==> config.mk <==
export PLATFORM = sky130hd
export DESIGN_NAME = cslot_ctrl
export DESIGN_NICKNAME = d
export VERILOG_FILES = /design/src/rtl/cslot_pkg.sv /design/src/rtl/cslot_tx_regs.sv /design/src/rtl/cslot_access_fsm.sv /design/src/rtl/cslot_rx_capture.sv /design/src/rtl/cslot_ctrl.sv
export SDC_FILE = /design/constraint.sdc
export NUM_CORES = 1
export LEC_CHECK = 0
export BUFFER_PORTS_ARGS = -buffer_cell sky130_fd_sc_hd__clkbuf_2
export CAP_MARGIN = 20
export CORE_MARGIN = 2
export CORE_UTILIZATION = 40
export CTS_BUF_LIST = sky130_fd_sc_hd__clkbuf_8
export CTS_CLUSTER_DIAMETER = 80
export DETAILED_ROUTE_END_ITERATION = 16
export SYNTH_ARGS = -nofsm -noshare
export SYNTH_HDL_FRONTEND = slang
export SYNTH_SLANG_ARGS = --single-unit
export TNS_END_PERCENT = 30
==> constraint.sdc <==
create_clock -name clk_i -period 3.7 [get_ports clk_i]
set_input_delay 0.37 -clock clk_i [delete_from_list [all_inputs] [get_ports clk_i]]
set_output_delay 0.37 -clock clk_i [all_outputs]
set_load 0.01 [all_outputs]
==> src/rtl/cslot_pkg.sv <==
package cslot_pkg;
  typedef enum logic [2:0] {
    SEL_CMD_TX  = 3'd0,
    SEL_DATA_TX = 3'd1,
    SEL_CMD_RX  = 3'd2,
    SEL_DATA_RX = 3'd3,
    SEL_FLAGS   = 3'd4
  } reg_sel_e;

  localparam int FLAG_CMD_EMPTY  = 0;
  localparam int FLAG_DATA_EMPTY = 1;
  localparam int FLAG_BOTH_EMPTY = 2;
  localparam int FLAG_CMD_BUSY   = 3;
  localparam int FLAG_DATA_BUSY  = 4;
  localparam int FLAG_CMD_VALID  = 5;
  localparam int FLAG_DATA_VALID = 6;
  localparam int FLAG_PENDING    = 7;
  localparam int FLAGS_W         = 8;
endpackage

==> src/rtl/cslot_tx_regs.sv <==
module cslot_tx_regs #(
  parameter int SLOT_W = 20
) (
  input  logic              clk_i,
  input  logic              rst_ni,
  input  logic              wr_cmd_i,
  input  logic              wr_data_i,
  input  logic [SLOT_W-1:0] wdata_i,
  input  logic              sent_i,
  output logic [SLOT_W-1:0] cmd_q_o,
  output logic [SLOT_W-1:0] data_q_o,
  output logic              cmd_empty_o,
  output logic              data_empty_o
);
  logic [SLOT_W-1:0] cmd_q, data_q;
  logic              cmd_empty_q, data_empty_q;

  always_ff @(posedge clk_i or negedge rst_ni) begin
    if (!rst_ni) begin
      cmd_q        <= '0;
      data_q       <= '0;
      cmd_empty_q  <= 1'b1;
      data_empty_q <= 1'b1;
    end else begin
      if (wr_cmd_i) begin
        cmd_q       <= wdata_i;
        cmd_empty_q <= 1'b0;
      end else if (sent_i) begin
        cmd_empty_q <= 1'b1;
      end
      if (wr_data_i) begin
        data_q       <= wdata_i;
        data_empty_q <= 1'b0;
      end else if (sent_i) begin
        data_empty_q <= 1'b1;
      end
    end
  end

  assign cmd_q_o      = cmd_q;
  assign data_q_o     = data_q;
  assign cmd_empty_o  = cmd_empty_q;
  assign data_empty_o = data_empty_q;

  a_r2_data_wr_clears_empty: assert property (@(posedge clk_i) disable iff (!rst_ni)
    wr_data_i |=> !data_empty_q && (data_q == $past(wdata_i)));
endmodule

==> src/rtl/cslot_access_fsm.sv <==
module cslot_access_fsm #(
  parameter int SLOT_W  = 20,
  parameter int CADDR_W = 7,
  parameter int CDATA_W = 16
) (
  input  logic               clk_i,
  input  logic               rst_ni,
  input  logic               launch_i,
  input  logic [SLOT_W-1:0]  cmd_i,
  input  logic [SLOT_W-1:0]  data_i,
  input  logic               cdc_ack_i,
  output logic               pending_o,
  output logic               done_o,
  output logic               cdc_req_o,
  output logic               cdc_we_o,
  output logic [CADDR_W-1:0] cdc_addr_o,
  output logic [CDATA_W-1:0] cdc_wdata_o
);
  localparam int DIR_BIT  = SLOT_W - 1;
  localparam int ADDR_LSB = DIR_BIT - CADDR_W;
  localparam int DATA_LSB = SLOT_W - CDATA_W;

  logic pending_q;

  always_ff @(posedge clk_i or negedge rst_ni) begin
    if (!rst_ni)             pending_q <= 1'b0;
    else if (launch_i)       pending_q <= 1'b1;
    else if (cdc_ack_i)      pending_q <= 1'b0;
  end

  assign pending_o   = pending_q;
  assign done_o      = pending_q & cdc_ack_i;
  assign cdc_req_o   = pending_q;
  assign cdc_we_o    = ~cmd_i[DIR_BIT];
  assign cdc_addr_o  = cmd_i[DIR_BIT-1:ADDR_LSB];
  assign cdc_wdata_o = data_i[SLOT_W-1:DATA_LSB];

  // request fields frozen until acknowledged
  a_r5_req_stable: assert property (@(posedge clk_i) disable iff (!rst_ni)
    (pending_q && !cdc_ack_i) |=> pending_q && $stable(cdc_addr_o) &&
                                  $stable(cdc_we_o) && $stable(cdc_wdata_o));
  a_r5_req_drops: assert property (@(posedge clk_i) disable iff (!rst_ni)
    (pending_q && cdc_ack_i) |=> !pending_q);
  a_r9_no_relaunch: assert property (@(posedge clk_i) disable iff (!rst_ni)
    !(launch_i && pending_q));
endmodule

==> src/rtl/cslot_rx_capture.sv <==
module cslot_rx_capture #(
  parameter int SLOT_W  = 20,
  parameter int CDATA_W = 16
) (
  input  logic               clk_i,
  input  logic               rst_ni,
  input  logic               launch_rd_i,
  input  logic               done_rd_i,
  input  logic [SLOT_W-1:0]  cmd_i,
  input  logic [CDATA_W-1:0] rdata_i,
  output logic [SLOT_W-1:0]  rx_cmd_o,
  output logic [SLOT_W-1:0]  rx_data_o,
  output logic               busy_o,
  output logic               valid_o
);
  localparam int DIR_BIT  = SLOT_W - 1;
  localparam int DATA_LSB = SLOT_W - CDATA_W;

  logic [SLOT_W-1:0] rx_cmd_q, rx_data_q;
  logic              busy_q, valid_q;
  logic [SLOT_W-1:0] dir_mask;

  assign dir_mask = ~(SLOT_W'(1) << DIR_BIT);

  always_ff @(posedge clk_i or negedge rst_ni) begin
    if (!rst_ni) begin
      rx_cmd_q  <= '0;
      rx_data_q <= '0;
      busy_q    <= 1'b0;
      valid_q   <= 1'b0;
    end else if (launch_rd_i) begin
      busy_q  <= 1'b1;
      valid_q <= 1'b0;
    end else if (done_rd_i) begin
      busy_q    <= 1'b0;
      valid_q   <= 1'b1;
      rx_cmd_q  <= cmd_i & dir_mask;
      rx_data_q <= {rdata_i, {DATA_LSB{1'b0}}};
    end
  end

  assign rx_cmd_o  = rx_cmd_q;
  assign rx_data_o = rx_data_q;
  assign busy_o    = busy_q;
  assign valid_o   = valid_q;

  a_r7_busy_valid_excl: assert property (@(posedge clk_i) disable iff (!rst_ni)
    !(busy_q && valid_q));
  a_r7_done_sets_valid: assert property (@(posedge clk_i) disable iff (!rst_ni)
    done_rd_i |=> valid_q && !busy_q);
  a_r6_dir_cleared: assert property (@(posedge clk_i) disable iff (!rst_ni)
    done_rd_i |=> !rx_cmd_q[DIR_BIT]);
endmodule

==> src/rtl/cslot_ctrl.sv <==
module cslot_ctrl
  import cslot_pkg::*;
#(
  parameter int REG_AW  = 3,
  parameter int BUS_W   = 32,
  parameter int SLOT_W  = 20,
  parameter int CADDR_W = 7,
  parameter int CDATA_W = 16
) (
  input  logic               clk_i,
  input  logic               rst_ni,
  input  logic               reg_wr_i,
  input  logic [REG_AW-1:0]  reg_addr_i,
  input  logic [BUS_W-1:0]   reg_wdata_i,
  output logic [BUS_W-1:0]   reg_rdata_o,
  output logic               cdc_req_o,
  output logic               cdc_we_o,
  output logic [CADDR_W-1:0] cdc_addr_o,
  output logic [CDATA_W-1:0] cdc_wdata_o,
  input  logic               cdc_ack_i,
  input  logic [CDATA_W-1:0] cdc_rdata_i
);
  localparam int DIR_BIT = SLOT_W - 1;

  logic              pending, done;
  logic              hit_cmd, hit_data, wr_cmd, wr_data;
  logic [SLOT_W-1:0] cmd_q, data_q, rx_cmd, rx_data;
  logic              cmd_empty, data_empty, rx_busy, rx_valid;
  logic [FLAGS_W-1:0] flags;

  assign hit_cmd  = reg_wr_i && (reg_addr_i == REG_AW'(SEL_CMD_TX));
  assign hit_data = reg_wr_i && (reg_addr_i == REG_AW'(SEL_DATA_TX));
  assign wr_cmd   = hit_cmd  && !pending;
  assign wr_data  = hit_data && !pending;

  cslot_tx_regs #(.SLOT_W(SLOT_W)) u_tx (
    .clk_i        (clk_i),
    .rst_ni       (rst_ni),
    .wr_cmd_i     (wr_cmd),
    .wr_data_i    (wr_data),
    .wdata_i      (reg_wdata_i[SLOT_W-1:0]),
    .sent_i       (done),
    .cmd_q_o      (cmd_q),
    .data_q_o     (data_q),
    .cmd_empty_o  (cmd_empty),
    .data_empty_o (data_empty)
  );

  cslot_access_fsm #(.SLOT_W(SLOT_W), .CADDR_W(CADDR_W), .CDATA_W(CDATA_W)) u_fsm (
    .clk_i       (clk_i),
    .rst_ni      (rst_ni),
    .launch_i    (wr_cmd),
    .cmd_i       (cmd_q),
    .data_i      (data_q),
    .cdc_ack_i   (cdc_ack_i),
    .pending_o   (pending),
    .done_o      (done),
    .cdc_req_o   (cdc_req_o),
    .cdc_we_o    (cdc_we_o),
    .cdc_addr_o  (cdc_addr_o),
    .cdc_wdata_o (cdc_wdata_o)
  );

  cslot_rx_capture #(.SLOT_W(SLOT_W), .CDATA_W(CDATA_W)) u_rx (
    .clk_i       (clk_i),
    .rst_ni      (rst_ni),
    .launch_rd_i (wr_cmd && reg_wdata_i[DIR_BIT]),
    .done_rd_i   (done && !cdc_we_o),
    .cmd_i       (cmd_q),
    .rdata_i     (cdc_rdata_i),
    .rx_cmd_o    (rx_cmd),
    .rx_data_o   (rx_data),
    .busy_o      (rx_busy),
    .valid_o     (rx_valid)
  );

  always_comb begin
    flags                  = '0;
    flags[FLAG_CMD_EMPTY]  = cmd_empty;
    flags[FLAG_DATA_EMPTY] = data_empty;
    flags[FLAG_BOTH_EMPTY] = cmd_empty & data_empty;
    flags[FLAG_CMD_BUSY]   = rx_busy;
    flags[FLAG_DATA_BUSY]  = rx_busy;
    flags[FLAG_CMD_VALID]  = rx_valid;
    flags[FLAG_DATA_VALID] = rx_valid;
    flags[FLAG_PENDING]    = pending;
  end

  always_comb begin
    reg_rdata_o = '0;
    case (reg_addr_i)
      REG_AW'(SEL_CMD_TX):  reg_rdata_o = BUS_W'(cmd_q);
      REG_AW'(SEL_DATA_TX): reg_rdata_o = BUS_W'(data_q);
      REG_AW'(SEL_CMD_RX):  reg_rdata_o = BUS_W'(rx_cmd);
      REG_AW'(SEL_DATA_RX): reg_rdata_o = BUS_W'(rx_data);
      REG_AW'(SEL_FLAGS):   reg_rdata_o = BUS_W'(flags);
      default:              reg_rdata_o = '0;
    endcase
  end

  a_r9_cmd_held: assert property (@(posedge clk_i) disable iff (!rst_ni)
    (hit_cmd && pending) |=> $stable(cmd_q));
  a_r9_data_held: assert property (@(posedge clk_i) disable iff (!rst_ni)
    (hit_data && pending) |=> $stable(data_q));
  a_r10_sent_empty: assert property (@(posedge clk_i) disable iff (!rst_ni)
    done |=> cmd_empty && data_empty);
  a_r8_write_keeps_rx: assert property (@(posedge clk_i) disable iff (!rst_ni)
    (done && cdc_we_o) |=> $stable(rx_cmd) && $stable(rx_data) && $stable(rx_valid));
  a_r3_launch_req: assert property (@(posedge clk_i) disable iff (!rst_ni)
    wr_cmd |=> cdc_req_o && !cmd_empty);
endmodule

==> results.sh, run 1 <==
export IMPL_status="finished, final reports clean"
export IMPL_hpwl_mm=5.43
export IMPL_yosysSeqAreaShare_pct=50.3
export IMPL_drc=0
export IMPL_pre_cts_ws_ns=1.20
export IMPL_routed_via_density=4.96
export IMPL_num_vias=2412
export IMPL_critPathCaptureType="output pin"
export IMPL_pwr_share_clk_pct=27.4
export IMPL_swShare_pct=27.1
export IMPL_cts_tree="built"
export IMPL_die_y_um=104
export IMPL_place_congestion=0.694
export IMPL_synth_fa_ha_area_share_pct=0
export IMPL_hold_class="input port to register"
export IMPL_post_cts_resized=0
export IMPL_p_sw_uw=756
export IMPL_synth_simple_area_share_pct=4.68
export IMPL_critPathLaunch="reg_addr_i[0]"
export IMPL_crit_fanout=16
export IMPL_hp_start="cdc_ack_i"
export IMPL_crit_family="buffers and inverters"
export IMPL_crit_chain="clkbuf_2, buf_4, mux4_2, nor2b_1, clkbuf_2"
export IMPL_nets=403
export IMPL_area_growth_pct=15.2
export IMPL_gr_usage_all_layers_pct=16.2
export IMPL_synth_compound_area_share_pct=3.39
export IMPL_start_util_pct=40.9
export IMPL_clk_pin_slew_ns=0.09
export IMPL_ys_ff_latch=80
export IMPL_fmax_mhz=467
export IMPL_fin_crit_ns=2.14
export IMPL_synth_xor_area_share_pct=0
export IMPL_layout_setup_ws_ns=1.56
export IMPL_synth_cell_area_sq_mm=0.00398
export IMPL_crit_type="input port to output pin"
export IMPL_vdd_drop_max_v=0.000242
export IMPL_grt_pass1_vias=2511
export IMPL_ios=112
export IMPL_rsz0062_at_grt="no"
export IMPL_maxCapViolations=0
export IMPL_worstSetupStartpointType="input port"
export IMPL_syn_avg_cell_area_sq_um=14.1
export IMPL_dpl_cell_area_sq_mm=0.00431
export IMPL_rows=36
export IMPL_r2r_start="u_fsm.cdc_req_o"
export IMPL_die_w_um=104
export IMPL_nFillCells=905
export IMPL_ys_warn_count=0
export IMPL_antenna_found_initial=0
export IMPL_power_density_mw_per_mm2=609
export IMPL_core_sq_mm=0.00973
export IMPL_drive_above_1_share_pct=56.7
export IMPL_routed_wl_mm=8.39
export IMPL_htreeDepth=3
export IMPL_p_int_mw=2.04
export IMPL_final_cell_mix="clkbuf_2, dfrtp_1, mux2_2"
export IMPL_p_leak_nw=2.25
export IMPL_final_common_cell="clkbuf_2"
export IMPL_port_buffers=87
export IMPL_p_comb_share_pct=25.3
export IMPL_drtAntennaViolNets=0
export IMPL_wl_per_cell_um=17.3
export IMPL_hold_violations=0
export IMPL_slowest_delay_ns=0.53
export IMPL_setup_violations=0
export IMPL_arrival_ns=1.77
export IMPL_stdcell_area_sq_mm=0.00459
export IMPL_maxSlewViolCount=0
export IMPL_syn_inst=282
export IMPL_first_pass_iters=4
export IMPL_root_buffer="clkbuf_8"
export IMPL_grt_pass1_wl_mm=13.5
export IMPL_synth_cell_types=34
export IMPL_gr_total_overflow=0
export IMPL_worstPathRequired_ns=3.33
export IMPL_crit_top_cell="clkbuf_2"
export IMPL_tns_ns=0
export IMPL_synth_top_family_by_area="multiplexers"
export IMPL_worstMarginPinSlew_ns=0.940
export IMPL_cts_buffer_depth=2
export IMPL_crit_buf_inv=3
export IMPL_post_cts_buffers=0
export IMPL_period_share_pct=57.9
export IMPL_clk_latency_ns=0.35
export IMPL_p_seq_share_pct=47.3
export IMPL_grt_max_degree=81
export IMPL_hold_buffers=0
export IMPL_crit_slowest_cell="mux4_2"
export IMPL_die_area_sq_mm=0.0108
export IMPL_cts_num_sinks=80
export IMPL_cts_buffers_inserted=9
export IMPL_drtIter0Drc=71
export IMPL_fin_skew_ns=0.0147
export IMPL_slew_headroom_pct=37.1
export IMPL_synthMuxAreaShare_pct=32.6
export IMPL_diodes=0
==> final cells by class <==
class | instances | area, sq um | share of cell area [%]
Timing Repair Buffer | 93 | 505 | 11.0
Sequential cell | 80 | 2000 | 43.7
Multi-Input combinational cell | 162 | 1670 | 36.3
Clock inverter | 7 | 113 | 2.46
Inverter | 2 | 7.51 | 0.164
Tap cell | 133 | 166 | 3.63
Clock buffer | 9 | 124 | 2.70
==> registers in the layout, summed over array words and instances, names as in the netlist <==
register and cells:
u_tx.cmd_q_o 20, u_tx.data_q_o 20, u_rx.rx_cmd_o 19, u_rx.rx_data_o 16
u_fsm.cdc_req_o 1, u_rx.busy_o 1, u_rx.valid_o 1, u_tx.cmd_empty_o 1
u_tx.data_empty_o 1
==> worst reg2reg max path, delay by kind of cell (launching register included) <==
kind / cells / cell delay (ns)
buffers and inverters: 1 / 0.37
flip-flops: 1 / 0.46
multiplexers: 1 / 0.38
AND/OR/NAND/NOR: 2 / 0.75
==> final timing paths <==
kind                                     end  slack, ns  cells after the start
max in group asynchronous  u_tx.data_empty_o       2.70                      3
max reg2reg                 u_tx.cmd_q_o[17]       1.62                      4
min in group asynchronous  u_rx.rx_data_o[4]       0.39                      2
min                          u_fsm.cdc_req_o       0.20                      2
min reg2reg                u_rx.rx_cmd_o[11]       0.50                      1
max                          reg_rdata_o[16]       1.56                      5
==> power groups by stage <==
stage,clock (mW),combinational (mW),sequential (mW)
final,0.764,0.707,1.32
after global routing,0.830,0.776,1.36
after CTS,0.790,0.717,1.32
after detailed placement,0,0.714,1.34
after global placement,0,0.696,1.32
after floorplan,0,0.610,1.28
==> per-layer routing <==
| metal | global-route usage [%] | vias up | routed length [um] |
|---|---|---|---|
| met5 | 0 | - | 0 |
| met4 | 4.05 | 0 | 60 |
| met3 | 4.97 | 7 | 447 |
| met2 | 24.9 | 70 | 3950 |
| met1 | 22.4 | 1249 | 3930 |
| li1 | - | 1086 | - |
==> logic make-up after synthesis <==
kind of cell           count (synthesis)
buffers and inverters                 51
other                                  1
AOI/OAI and AO/OA                     19
muxes                                 99
and+or+nand+nor                       32
DFF                                   80
==> metrics by stage <==
step / instances / hold WS, ns / power (mW) / utilization, %
floorplan: 293 / 0.0744 / 1.89 / -
global placement: 468 / 0.481 / 2.02 / 44.3
detailed placement: 468 / 0.488 / 2.05 / 44.3
CTS: 484 / 0.184 / 2.83 / 46.7
global route: 486 / 0.186 / 2.96 / 47.1
finish: 486 / 0.205 / 2.79 / 47.1
==> cells in the mapped netlist <==
master	number	share of area [%]
inv_1	2	0.19
and2_1	1	0.16
clkbuf_1	2	0.19
conb_1	1	0.094
buf_2	5	0.63
nor2b_1	11	1.7
nand3_1	1	0.13
nand3b_1	1	0.19
dfstp_2	2	1.3
a21oi_1	2	0.25
nor3b_2	1	0.31
mux4_2	11	6.2
nor2_1	2	0.19
o21ai_0	5	0.63
a2bb2oi_1	2	0.44
mux2_1	1	0.28
mux2_4	19	7.2
nor2_2	1	0.16
or2_2	2	0.31
o21a_1	3	0.57
o22a_1	1	0.22
or3b_1	1	0.22
buf_1	2	0.19
buf_4	38	7.2
a22oi_1	1	0.19
a22o_1	1	0.22
nand2b_1	3	0.47
or2_1	1	0.16
nand2_1	7	0.66
mux2i_1	11	2.8
o221ai_1	4	0.88
buf_6	2	0.57
mux2_2	57	16
dfrtp_1	78	49
(Power assumes the default switching activity.)
==> inputs of run 2 (changes only) <==
--- a/config.mk
+++ b/config.mk
@@ -12,6 +12,7 @@
 export CTS_BUF_LIST = sky130_fd_sc_hd__clkbuf_8
 export CTS_CLUSTER_DIAMETER = 80
 export DETAILED_ROUTE_END_ITERATION = 16
+export PLACE_DENSITY = 0.66
 export SYNTH_ARGS = -nofsm -noshare
 export SYNTH_HDL_FRONTEND = slang
 export SYNTH_SLANG_ARGS = --single-unit
==> constraint.sdc (replaced) <==
create_clock -name clk_i -period 1.85 [get_ports clk_i]
set_input_delay 0.185 -clock clk_i [delete_from_list [all_inputs] [get_ports clk_i]]
set_output_delay 0.185 -clock clk_i [all_outputs]
set_load 0.01 [all_outputs]
==> run 2 against run 1 <==
Net effect:
- first-iteration DRC count grew 18%
- sequential share of layout area shrank 0.88 points
- wire length shrank 2.0%
- final cell count grew 2.5%
- sequential power grew 100%
- global-route usage grew 0.32 points
- core utilization grew 0.96 points
- setup slack lost 1.4 ns
- largest power group unchanged
- non-clock buffer count grew 12
- hold slack lost 0.14 ns
==> results.sh, run 2 (synthesized netlist as in run 1, its figures left out) <==
export IMPL_worstSetupStartpointType="register"
export IMPL_diodes=0
export IMPL_worstPathRequired_ns=1.66
export IMPL_final_cell_mix="clkbuf_2, dfrtp_1, mux2_2"
export IMPL_fmax_mhz=593
export IMPL_ff2ff_path_depth=4
export IMPL_rsz0062_at_grt="no"
export IMPL_cts_tree="built"
export IMPL_cts_num_sinks=80
export IMPL_root_buffer="clkbuf_8"
export IMPL_cts_buffers_inserted=9
export IMPL_maxCapViolations=0
export IMPL_drive_above_1_share_pct=58.4
export IMPL_die_y_um=104
export IMPL_grt_pass1_vias=2628
export IMPL_layout_setup_ws_ns=0.164
export IMPL_drtAntennaViolNets=0
export IMPL_vdd_drop_max_v=0.000490
export IMPL_core_sq_mm=0.00973
export IMPL_gr_usage_all_layers_pct=16.5
export IMPL_hp_start="cdc_rdata_i[12]"
export IMPL_nets=415
export IMPL_port_buffers=87
export IMPL_rrSetupSlack_ns=0.17
export IMPL_r2r_start="u_fsm.cdc_req_o"
export IMPL_crit_fanout=4
export IMPL_ios=112
export IMPL_fin_skew_ns=0.0112
export IMPL_clk_latency_ns=0.35
export IMPL_slew_headroom_pct=66.3
export IMPL_stdcell_area_sq_mm=0.00468
export IMPL_worstHoldPathCells=2
export IMPL_die_area_sq_mm=0.0108
export IMPL_power_density_mw_per_mm2=1150
export IMPL_grt_max_degree=39
export IMPL_maxSlewViolCount=0
export IMPL_hold_class="input port to register"
export IMPL_antenna_found_initial=0
export IMPL_hpwl_mm=5.93
export IMPL_pre_cts_ws_ns=0.177
export IMPL_grt_pass1_wl_mm=13.8
export IMPL_drtIter0Drc=84
export IMPL_r2r_end="u_tx.data_q_o[19]"
export IMPL_arrival_ns=1.50
export IMPL_worstMarginPinSlew_ns=0.505
export IMPL_cts_buffer_depth=2
export IMPL_crit_type="register to output pin"
export IMPL_num_vias=2439
export IMPL_drc=0
export IMPL_final_common_cell="clkbuf_2"
export IMPL_setup_violations=0
export IMPL_fin_crit_ns=1.69
export IMPL_dpl_cell_area_sq_mm=0.00447
export IMPL_htreeDepth=3
export IMPL_hold_end="u_rx.rx_data_o[16]"
export IMPL_clk_pin_slew_ns=0.08
export IMPL_status="finished, final reports clean"
export IMPL_die_w_um=104
export IMPL_place_congestion=0.691
export IMPL_p_leak_nw=2.31
export IMPL_post_cts_buffers=0
export IMPL_start_util_pct=40.9
export IMPL_rows=36
export IMPL_power_mw=5.37
export IMPL_hold_violations=0
export IMPL_wl_per_cell_um=16.5
export IMPL_routed_via_density=4.90
export IMPL_period_share_pct=91.1
export IMPL_tns_ns=0
export IMPL_routed_wl_mm=8.22
export IMPL_gr_total_overflow=0
export IMPL_critPathCaptureType="output pin"
export IMPL_first_pass_iters=5
export IMPL_area_growth_pct=17.5
run 2: cell count changes in the layout (fill, tap and decap cells not counted), sizes merged:
cell | previous run | this run
clkinv | 0 | 3
clkbuf | 95 | 96
buf | 6 | 18
inv | 4 | 3
bufinv | 3 | 1
clkinvlp | 2 | 1
run 2: worst max-delay path by stage:
stage	slack [ns]	cells past startpoint	startpoint	end
after floorplan	0.20	4	u_fsm.cdc_req_o	u_tx.data_q_o[10]
after global placement	0.21	4	u_fsm.cdc_req_o	u_tx.data_q_o[12]
after detailed placement	0.18	4	u_fsm.cdc_req_o	u_tx.data_q_o[12]
after CTS	0.13	3	u_tx.cmd_q_o[15]	reg_rdata_o[15]
after global routing	0.08	3	u_tx.cmd_q_o[15]	reg_rdata_o[15]
final	0.16	3	u_tx.cmd_q_o[15]	reg_rdata_o[15]
run 2: through the flow:
| stage | utilization [%] | hold WS, ns | instances |
|---|---|---|---|
| after floorplan | - | -0.111 | 293 |
| after global placement | 46.0 | 0.190 | 481 |
| after detailed placement | 46.0 | 0.193 | 481 |
| after CTS | 48.1 | 0.0453 | 498 |
| after global routing | 48.1 | 0.0486 | 498 |
| final | 48.1 | 0.0621 | 498 |
run 2: where the power goes:
part | leakage, nW | switching [mW] | total, mW | internal (mW)
clock | 0.103 | 0.618 | 1.27 | 0.653
combinational | 1.22 | 0.545 | 1.45 | 0.902
sequential | 0.991 | 0.343 | 2.65 | 2.30
run 2: layout make-up:
| type | count | area [sq um] |
|---|---|---|
| clock buffers | 10 | 138 |
| clock inverters | 6 | 60.1 |
| fillers | 913 | 5050 |
| inverters | 2 | 7.51 |
| multi-input cells | 162 | 1670 |
| flip-flops and latches | 80 | 2000 |
| well taps | 133 | 166 |
| repair buffers | 105 | 638 |
run 2: critical path, cell delays in order (launching register included):
cell	delay, ns
dfrtp_1	0.42
mux4_2	0.46
nor2b_1	0.14
clkbuf_2	0.13
run 2: routing by layer:
layer  GRT usage [%]  share of wire (%)  vias up  wire [um]
met5               0                  0        -          0
met2            26.7                 49       72       4050
met4            3.76               0.96        0         79
li1                -                  -     1111          -
met1            21.8                 43     1249       3570
met3            5.16                6.4        7        527
run 2: what timing repair did:
item / CTS / global route
hold buffers: 1 / 0
endpoints found under the hold margin: 36 / 0
resized for setup: 0 / 0
==> inputs of run 3 (changes only) <==
--- a/config.mk
+++ b/config.mk
@@ -12,7 +12,6 @@
 export CTS_BUF_LIST = sky130_fd_sc_hd__clkbuf_8
 export CTS_CLUSTER_DIAMETER = 80
 export DETAILED_ROUTE_END_ITERATION = 16
-export PLACE_DENSITY = 0.66
 export SYNTH_ARGS = -nofsm -noshare
 export SYNTH_HDL_FRONTEND = slang
 export SYNTH_SLANG_ARGS = --single-unit
==> constraint.sdc (replaced) <==
create_clock -name clk_i -period 2.14 [get_ports clk_i]
set_input_delay 0.214 -clock clk_i [delete_from_list [all_inputs] [get_ports clk_i]]
set_output_delay 0.214 -clock clk_i [all_outputs]
set_load 0.01 [all_outputs]
==> run 3 against run 2 <==
Net effect:
- hold slack better by 0.0042 ns
- final cell count down 0.80%
- clock skew down 0.0021 ns
- critical path type is now register to register
- largest power group unchanged
==> results.sh, run 3 (synthesized netlist as in run 1, its figures left out) <==
export IMPL_routed_via_density=4.92
export IMPL_pre_cts_ws_ns=0.367
export IMPL_critPathLaunch="u_fsm.cdc_req_o"
export IMPL_cp_endpoint="u_tx.data_q_o[18]"
export IMPL_fin_hold_ws_ns=0.0663
export IMPL_drtIter0Drc=88
export IMPL_arrival_ns=1.98
export IMPL_fmax_mhz=571
export IMPL_p_leak_nw=2.29
export IMPL_die_area_sq_mm=0.0108
export IMPL_gr_total_overflow=0
export IMPL_cts_tree="built"
export IMPL_setup_violations=0
export IMPL_final_cell_mix="clkbuf_2, dfrtp_1, mux2_2"
export IMPL_core_sq_mm=0.00973
export IMPL_fin_crit_ns=1.75
export IMPL_first_pass_iters=4
export IMPL_port_buffers=87
export IMPL_hold_class="input port to register"
export IMPL_crit_buf_inv=1
export IMPL_ff2ff_path_depth=4
export IMPL_antenna_found_initial=0
export IMPL_cp_depth=4
export IMPL_num_vias=2432
export IMPL_crit_type="register to register"
export IMPL_nets=411
export IMPL_slowest_delay_ns=0.44
export IMPL_critPathCaptureType="register"
export IMPL_ios=112
export IMPL_cts_num_sinks=80
export IMPL_wl_per_cell_um=17.0
export IMPL_post_cts_buffers=0
export IMPL_tns_ns=0
export IMPL_r2r_start="u_fsm.cdc_req_o"
export IMPL_drtAntennaViolNets=0
export IMPL_vdd_drop_max_v=0.000483
export IMPL_drc=0
export IMPL_crit_family="simple AND/OR/NAND/NOR gates"
export IMPL_area_growth_pct=16.2
export IMPL_worstSetupStartpointType="register"
export IMPL_layout_setup_ws_ns=0.390
export IMPL_r2r_end="u_tx.data_q_o[18]"
export IMPL_die_y_um=104
export IMPL_htreeDepth=3
export IMPL_rsz0062_at_grt="no"
export IMPL_die_w_um=104
export IMPL_maxSlewViolCount=0
export IMPL_diodes=0
export IMPL_rows=36
export IMPL_power_density_mw_per_mm2=1020
export IMPL_crit_fanout=11
export IMPL_root_buffer="clkbuf_8"
export IMPL_start_util_pct=40.9
export IMPL_worstPathRequired_ns=2.37
export IMPL_final_common_cell="clkbuf_2"
export IMPL_grt_pass1_vias=2618
export IMPL_crit_slowest_cell="dfrtp_1"
export IMPL_post_cts_resized=0
export IMPL_drive_above_1_share_pct=57.6
export IMPL_grt_max_degree=35
export IMPL_hold_buffers=1
export IMPL_cts_buffer_depth=2
export IMPL_hold_violations=0
export IMPL_crit_chain="or3b_1, or2_1, buf_4, mux2_4"
export IMPL_clk_pin_slew_ns=0.08
export IMPL_clk_latency_ns=0.35
export IMPL_cts_buffers_inserted=9
export IMPL_period_share_pct=81.8
export IMPL_routed_wl_mm=8.38
export IMPL_grt_pass1_wl_mm=13.7
export IMPL_maxCapViolations=0
export IMPL_fin_skew_ns=0.00913
export IMPL_gr_usage_all_layers_pct=16.2
export IMPL_postLayoutCoreUtil_pct=47.6
export IMPL_place_congestion=0.733
export IMPL_rrSetupSlack_ns=0.39
export IMPL_hpwl_mm=5.91
export IMPL_status="finished, final reports clean"
[run 3: changes by cell type in the layout (fill, tap and decap cells not counted), sizes merged]
cell,previous run,this run
buf,18,14
bufinv,1,2
clkbuf,96,95
clkinv,3,2
inv,3,4
[run 3: layout make-up]
type	count	area (sq um)
multi-input cells	162	1670
clock buffers	9	124
inverters	2	7.51
clock inverters	7	88.8
fillers	929	5100
repair buffers	101	571
flip-flops and latches	80	2000
well taps	133	166
[run 3: stage by stage]
step | instance area [sq um] | cells | total power, mW
6_report | 4630 | 494 | 4.70
5_1_grt | 4630 | 494 | 4.99
4_1_cts | 4630 | 494 | 4.77
3_5_place_dp | 4400 | 477 | 3.57
3_3_place_gp | 4400 | 477 | 3.51
2_1_floorplan | 4020 | 293 | 3.27
[run 3: worst min path at each step]
stage / startpoint / cells past startpoint / end / slack, ns
after CTS: cdc_ack_i / 2 / u_fsm.cdc_req_o / 0.05
after floorplan: rst_ni / 0 / u_fsm.cdc_req_o / -0.08
after global placement: rst_ni / 1 / u_rx.rx_data_o[8] / 0.19
after global routing: cdc_ack_i / 2 / u_fsm.cdc_req_o / 0.06
final: cdc_ack_i / 2 / u_fsm.cdc_req_o / 0.07
after detailed placement: rst_ni / 1 / u_rx.rx_data_o[8] / 0.19
[run 3: power by group]
group          switching (mW)  internal [mW]  total [mW]  leakage (nW)
Sequential              0.305           1.99        2.30         0.991
Combinational           0.459          0.768        1.23          1.18
Clock                   0.532          0.648        1.18         0.112
[run 3: layer usage]
metal | GRT usage, % | share of wire (%)
met3 | 5.35 | 6.3
met2 | 26.4 | 46
met4 | 2.90 | 0.75
met1 | 21.6 | 47
met5 | 0 | 0
